## src/rtl/rfi_alu_pkg.sv

```systemverilog
package rfi_alu_pkg;

  // field positions of the instruction word (decoded by the fetch side too)
  localparam int OP_LSB = 26;
  localparam int OP_W   = 6;
  localparam int FN_W   = 6;
  localparam int RT_LSB = 16;
  localparam int RD_LSB = 11;
  localparam int IMM_W  = 16;

  // primary opcodes
  localparam logic [OP_W-1:0] OPC_REG  = 6'd0;
  localparam logic [OP_W-1:0] OPC_ADDI = 6'd8;
  localparam logic [OP_W-1:0] OPC_SLTI = 6'd10;
  localparam logic [OP_W-1:0] OPC_ORI  = 6'd13;
  localparam logic [OP_W-1:0] OPC_LUI  = 6'd15;

  // function codes for opcode 0
  localparam logic [FN_W-1:0] FN_ADD = 6'd32;
  localparam logic [FN_W-1:0] FN_SUB = 6'd34;
  localparam logic [FN_W-1:0] FN_SLT = 6'd42;

  typedef enum logic [2:0] {
    K_NONE,
    K_ADD,
    K_SUB,
    K_SLT,
    K_OR,
    K_LUI
  } alu_kind_e;

  typedef struct packed {
    alu_kind_e kind;
    logic      use_imm;
    logic      zext;
    logic      wr_rd;
    logic      legal;
  } dec_t;

endpackage

```

## src/rtl/rfi_decode.sv

```systemverilog
module rfi_decode
  import rfi_alu_pkg::*;
#(
  parameter int XLEN = 32,
  parameter int RIDX = 5
) (
  input  logic [XLEN-1:0] instr,
  output dec_t            dec,
  output logic [RIDX-1:0] dst
);

  logic [OP_W-1:0] opc;
  logic [FN_W-1:0] fnc;
  logic [RIDX-1:0] rt_f;
  logic [RIDX-1:0] rd_f;
  logic            unused_fields;

  assign opc  = instr[OP_LSB +: OP_W];
  assign fnc  = instr[FN_W-1:0];
  assign rt_f = instr[RT_LSB +: RIDX];
  assign rd_f = instr[RD_LSB +: RIDX];

  // first-source index and shift amount are read elsewhere
  assign unused_fields = ^{instr[OP_LSB-1:RT_LSB+RIDX], instr[RD_LSB-1:FN_W]};

  always_comb begin
    dec = '{kind: K_NONE, use_imm: 1'b0, zext: 1'b0, wr_rd: 1'b0, legal: 1'b0};
    unique case (opc)
      OPC_REG: begin
        dec.wr_rd = 1'b1;
        unique case (fnc)
          FN_ADD:  begin dec.kind = K_ADD; dec.legal = 1'b1; end
          FN_SUB:  begin dec.kind = K_SUB; dec.legal = 1'b1; end
          FN_SLT:  begin dec.kind = K_SLT; dec.legal = 1'b1; end
          default: dec.legal = 1'b0;
        endcase
      end
      OPC_ADDI: begin
        dec.kind = K_ADD; dec.use_imm = 1'b1; dec.legal = 1'b1;
      end
      OPC_SLTI: begin
        dec.kind = K_SLT; dec.use_imm = 1'b1; dec.legal = 1'b1;
      end
      OPC_ORI: begin
        dec.kind = K_OR; dec.use_imm = 1'b1; dec.zext = 1'b1; dec.legal = 1'b1;
      end
      OPC_LUI: begin
        dec.kind = K_LUI; dec.use_imm = 1'b1; dec.zext = 1'b1; dec.legal = 1'b1;
      end
      default: dec.legal = 1'b0;
    endcase
  end

  assign dst = dec.wr_rd ? rd_f : rt_f;

endmodule

```

## src/rtl/rfi_immext.sv

```systemverilog
module rfi_immext #(
  parameter int XLEN = 32,
  parameter int IMMW = 16
) (
  input  logic [IMMW-1:0] imm,
  input  logic            zext,
  output logic [XLEN-1:0] ext
);

  localparam int PADW = XLEN - IMMW;

  generate
    if (PADW > 0) begin : g_pad
      logic fill;
      assign fill = zext ? 1'b0 : imm[IMMW-1];
      assign ext  = {{PADW{fill}}, imm};
    end else begin : g_nopad
      logic unused_zext;
      assign unused_zext = zext;
      assign ext = imm[XLEN-1:0];
    end
  endgenerate

endmodule

```

## src/rtl/rfi_exec.sv

```systemverilog
module rfi_exec
  import rfi_alu_pkg::*;
#(
  parameter int XLEN = 32,
  parameter int IMMW = 16
) (
  input  alu_kind_e       kind,
  input  logic [XLEN-1:0] opa,
  input  logic [XLEN-1:0] opb,
  output logic [XLEN-1:0] y
);

  logic lt;
  assign lt = $signed(opa) < $signed(opb);

  always_comb begin
    unique case (kind)
      K_ADD:   y = opa + opb;
      K_SUB:   y = opa - opb;
      K_SLT:   y = {{(XLEN-1){1'b0}}, lt};
      K_OR:    y = opa | opb;
      K_LUI:   y = opb << IMMW;
      default: y = '0;
    endcase
  end

endmodule

```

## src/rtl/rfi_alu.sv

```systemverilog
module rfi_alu
  import rfi_alu_pkg::*;
#(
  parameter int XLEN = 32,
  parameter int RIDX = 5
) (
  input  logic            clk,
  input  logic            rst,
  input  logic            in_valid,
  input  logic [XLEN-1:0] instr,
  input  logic [XLEN-1:0] src_a,
  input  logic [XLEN-1:0] src_b,
  output logic            out_valid,
  output logic            out_we,
  output logic [RIDX-1:0] out_dst,
  output logic [XLEN-1:0] out_data
);

  dec_t            dec;
  logic [RIDX-1:0] dst;
  logic [XLEN-1:0] imm_ext;
  logic [XLEN-1:0] opnd_b;
  logic [XLEN-1:0] alu_y;

  rfi_decode #(.XLEN(XLEN), .RIDX(RIDX)) u_dec (
    .instr (instr),
    .dec   (dec),
    .dst   (dst)
  );

  rfi_immext #(.XLEN(XLEN), .IMMW(IMM_W)) u_ext (
    .imm  (instr[IMM_W-1:0]),
    .zext (dec.zext),
    .ext  (imm_ext)
  );

  assign opnd_b = dec.use_imm ? imm_ext : src_b;

  rfi_exec #(.XLEN(XLEN), .IMMW(IMM_W)) u_exe (
    .kind (dec.kind),
    .opa  (src_a),
    .opb  (opnd_b),
    .y    (alu_y)
  );

  always_ff @(posedge clk) begin
    if (rst) begin
      out_valid <= 1'b0;
      out_we    <= 1'b0;
      out_dst   <= '0;
      out_data  <= '0;
    end else begin
      out_valid <= in_valid;
      out_we    <= in_valid && dec.legal && (dst != '0);
      if (in_valid) begin
        out_dst  <= dec.legal ? dst   : '0;
        out_data <= dec.legal ? alu_y : '0;
      end
    end
  end

endmodule

```

## config.mk

```make
export PLATFORM = sky130hd
export DESIGN_NAME = rfi_alu
export DESIGN_NICKNAME = d
export VERILOG_FILES = /design/src/rtl/rfi_alu_pkg.sv /design/src/rtl/rfi_decode.sv /design/src/rtl/rfi_immext.sv /design/src/rtl/rfi_exec.sv /design/src/rtl/rfi_alu.sv
export SDC_FILE = /design/constraint.sdc
export NUM_CORES = 1
export LEC_CHECK = 0
export ABC_AREA = 1
export BUFFER_PORTS_ARGS = -buffer_cell sky130_fd_sc_hd__buf_2
export CAP_MARGIN = 20
export CORE_MARGIN = 3
export CORE_UTILIZATION = 55
export DETAILED_ROUTE_END_ITERATION = 10
export PLACE_DENSITY_LB_ADDON = 0.05
export SLEW_MARGIN = 5
export SYNTH_ARGS = -nofsm -noshare
export SYNTH_HDL_FRONTEND = slang
export SYNTH_SLANG_ARGS = --single-unit
export TNS_END_PERCENT = 50
```

## constraint.sdc

```tcl
create_clock -name clk -period 8.25 [get_ports clk]
set_input_delay 0.4125 -clock clk [delete_from_list [all_inputs] [get_ports clk]]
set_output_delay 0.4125 -clock clk [all_outputs]
set_load 0.01 [all_outputs]
```

==> results.cfg <==
[clock_network]
cts_tree = done
ctsHoldBuffers = 0
cts_buffers = 5
insertion_delay_ns = 0.30
clock_sink_count = 39
clkTransAtPathRegs_ns = 0.07
root_buffer = clkbuf_16
cts_setup_buffers = 0
ctsLongestPathBuffers = 2
cts_resized = 0
cts-htree-levels = 2

[timing]
setup_viol = 0
period_needed_ns = 4.12
slew_headroom_pct = 43.1
hold_ws_ns = 0.300
fin_tns_setup_ns = 0
fmax_ghz = 0.243
finalHoldViolCount = 0
clock_skew_ns = 0
min_period_over_period_pct = 49.9
rsz0062_at_grt = no
finalMaxSlewViolations = 0
worst_pin_slew_ns = 0.850
fin_ws_ns = 4.13

[die]
core.rowCount = 43
core_um2 = 14000
io_pins = 138
chipWidth_um = 126
dieArea_um2 = 16000
die_height_um = 126
start_util_pct = 56.8

[worst_setup_path]
setup.worst_path.start_class = input port
path_class = in2reg
endpoint = out_data[26]
r2r_start = out_dst[4]
timing.rr.end = out_dst[4]
worstPathRequired_ns = 8.45
reg2reg_depth = 1
reg2reg_slack_ns = 7.62
crit_fanout = 49
end_kind = flip-flop
arrival_ns = 4.32
critPathLaunch = instr[31]

[global_routing]
grt_pass1_wl_mm = 43.6
antenna_found_initial = 0
grt_pass1_vias = 8523
grt_start_max_net_pins = 50
grt_overflow_total = 0
grt_util_all_layers_pct = 34.3

[synth]
synthSimpleGateAreaFrac_pct = 44.6
async_flop_share_pct = 0
synth_nets = 1707
synth_top_area_share_pct = 25.8
synth_compound_gate_area_share_pct = 10.2
synth_seq_cells = 39
synth_top_family_by_area = simple AND/OR/NAND/NOR gates
syn_area_per_cell_um2 = 5.28
synth-adder-area-share_pct = 15.7
synth-edff-count = 0
seq_area_frac_synth_pct = 9.79
synth_area_leaders = nand2_1 (26%), ha_1 (15%), inv_1 (15%), dfxtp_1 (9.8%), nand3_1 (8.4%)
synthFlopType = dfxtp_1
syn_area_um2 = 7970
synth_xor_area_share_pct = 1.21
yosysUniqueCellTypes = 41
yosysWarnings = 0
synth_mux_area_share_pct = 0
synth_area_leader_cell = nand2_1
synthCells = 1509

[routing]
first_pass_iters = 9
vias = 9426
drt_iter0_drc = 902
drcViolationCount = 0
wl_per_cell_um = 15.7
wl_mm = 28.0
drt-vias-per-instance = 5.28
ant_nets = 0

[cells_and_area]
layout-drive-gt1-share_pct = 10.6
nets = 1803
antenna_cells = 0
utilization_pct = 62.7
synthToLayoutAreaGrowth_pct = 10.5
fin_cells = 1786
stdcell_area_um2 = 8800
nFillCells = 1511

[placement]
dp_slack_ns = 3.84
post-place-cells = 1778
port_buffers = 132
placed_area_um2 = 8640
globalplace.congestion = 0.989
dp_hpwl_mm = 22.9

[min_path]
hp-start = rst
min-delay-path-class = in2reg

[status]
status = complete, no violations

[power_and_ir_drop]
p_leak_nw = 5.52
vdd_drop_max_mv = 0.0646
powerDensity_nw_per_um2 = 105
p_total_mw = 0.928

[job]
cap_violations = 0
[area by class of cell]
type	count	area, um^2	area share [%]
clock buffer	5	125	1.42
inverter	326	1220	13.9
sequential	39	781	8.87
clock inverter	3	43.8	0.497
timing repair buffer	135	683	7.76
tap	180	225	2.56
multi-input combinational	1098	5720	65.0
[power by group]
part / internal (mW) / switching [mW] / total, mW / leakage, nW
registers: 0.189 / 0.000442 / 0.190 / 0.314
logic: 0.154 / 0.346 / 0.500 / 5.13
clock network: 0.143 / 0.0953 / 0.238 / 0.0838
[registers in the layout (all words and copies together), names as in the netlist]
name,flops
out_valid,1
out_we,1
out_data,32
out_dst,5
[layout by cell type (no fill, tap or decap), types with 5 or more instances in the layout]
cell type / count
clkbuf_16: 5
or2_2: 9
a21oi_1: 39
nand2_1: 547
nand3_1: 134
nor2_1: 112
buf_2: 132
nor3_1: 12
o211ai_1: 14
o21ai_0: 31
inv_1: 317
ha_1: 97
dfxtp_1: 39
o21a_1: 15
o21bai_1: 9
o22ai_1: 17
xor2_1: 11
nand4_1: 18
inv_2: 8
[layer usage]
| layer | vias to the layer above | GRT usage, % | part of all wire, % |
|---|---|---|---|
| li1 | 4794 | - | - |
| met1 | 4130 | 47.1 | 43 |
| met2 | 452 | 53.3 | 42 |
| met3 | 50 | 7.16 | 12 |
| met4 | 0 | 12.1 | 3.3 |
| met5 | - | 0 | 0 |
[worst min path at each step]
stage                    to  slack (ns)  cells past startpoint
2_1_floorplan   out_data[0]        0.48                      2
3_3_place_gp    out_data[8]        0.43                      2
3_5_place_dp   out_data[10]        0.44                      2
4_1_cts           out_valid        0.30                      2
5_1_grt           out_valid        0.32                      2
6_report          out_valid        0.30                      2
[critical path, cell delays in order]
cell,delay [ns]
buf_2,0.11
nor2_4,0.21
nand4_2,0.17
nand2_2,0.67
o21ai_2,0.41
o21ai_0,0.28
ha_1,0.45
nor2_1,0.27
nand2_1,0.17
nor3_1,0.30
and2_1,0.18
nand2_1,0.10
nand3_1,0.08
nand2_1,0.05
nand3_1,0.06
nand3_1,0.19
nand2_1,0.11
nand2_1,0.06
[cell usage after synthesis, types with 2 or more instances]
| library cell | instances |
|---|---|
| a21oi_1 | 39 |
| a22o_1 | 4 |
| and2_1 | 2 |
| and3_1 | 4 |
| buf_2 | 28 |
| buf_4 | 4 |
| buf_6 | 3 |
| clkbuf_1 | 9 |
| dfxtp_1 | 39 |
| fa_1 | 2 |
| ha_1 | 97 |
| inv_1 | 317 |
| inv_2 | 8 |
| nand2_1 | 547 |
| nand3_1 | 134 |
| nand4_1 | 18 |
| nand4_4 | 2 |
| nor2_1 | 113 |
| nor2_4 | 2 |
| nor3_1 | 12 |
| nor4_1 | 4 |
| o211ai_1 | 14 |
| o21a_1 | 15 |
| o21ai_0 | 31 |
| o21ai_1 | 3 |
| o21bai_1 | 9 |
| o22ai_1 | 17 |
| or2_2 | 9 |
| xor2_1 | 11 |
[logic make-up after synthesis]
family | after synthesis
AOI/OAI and AO/OA | 135
xor gates and xnor gates | 11
adders and majority gates | 99
buffers and inverters | 372
DFF | 39
and+or+nand+nor | 853
Note: power is estimated with default switching activity, not from simulation.
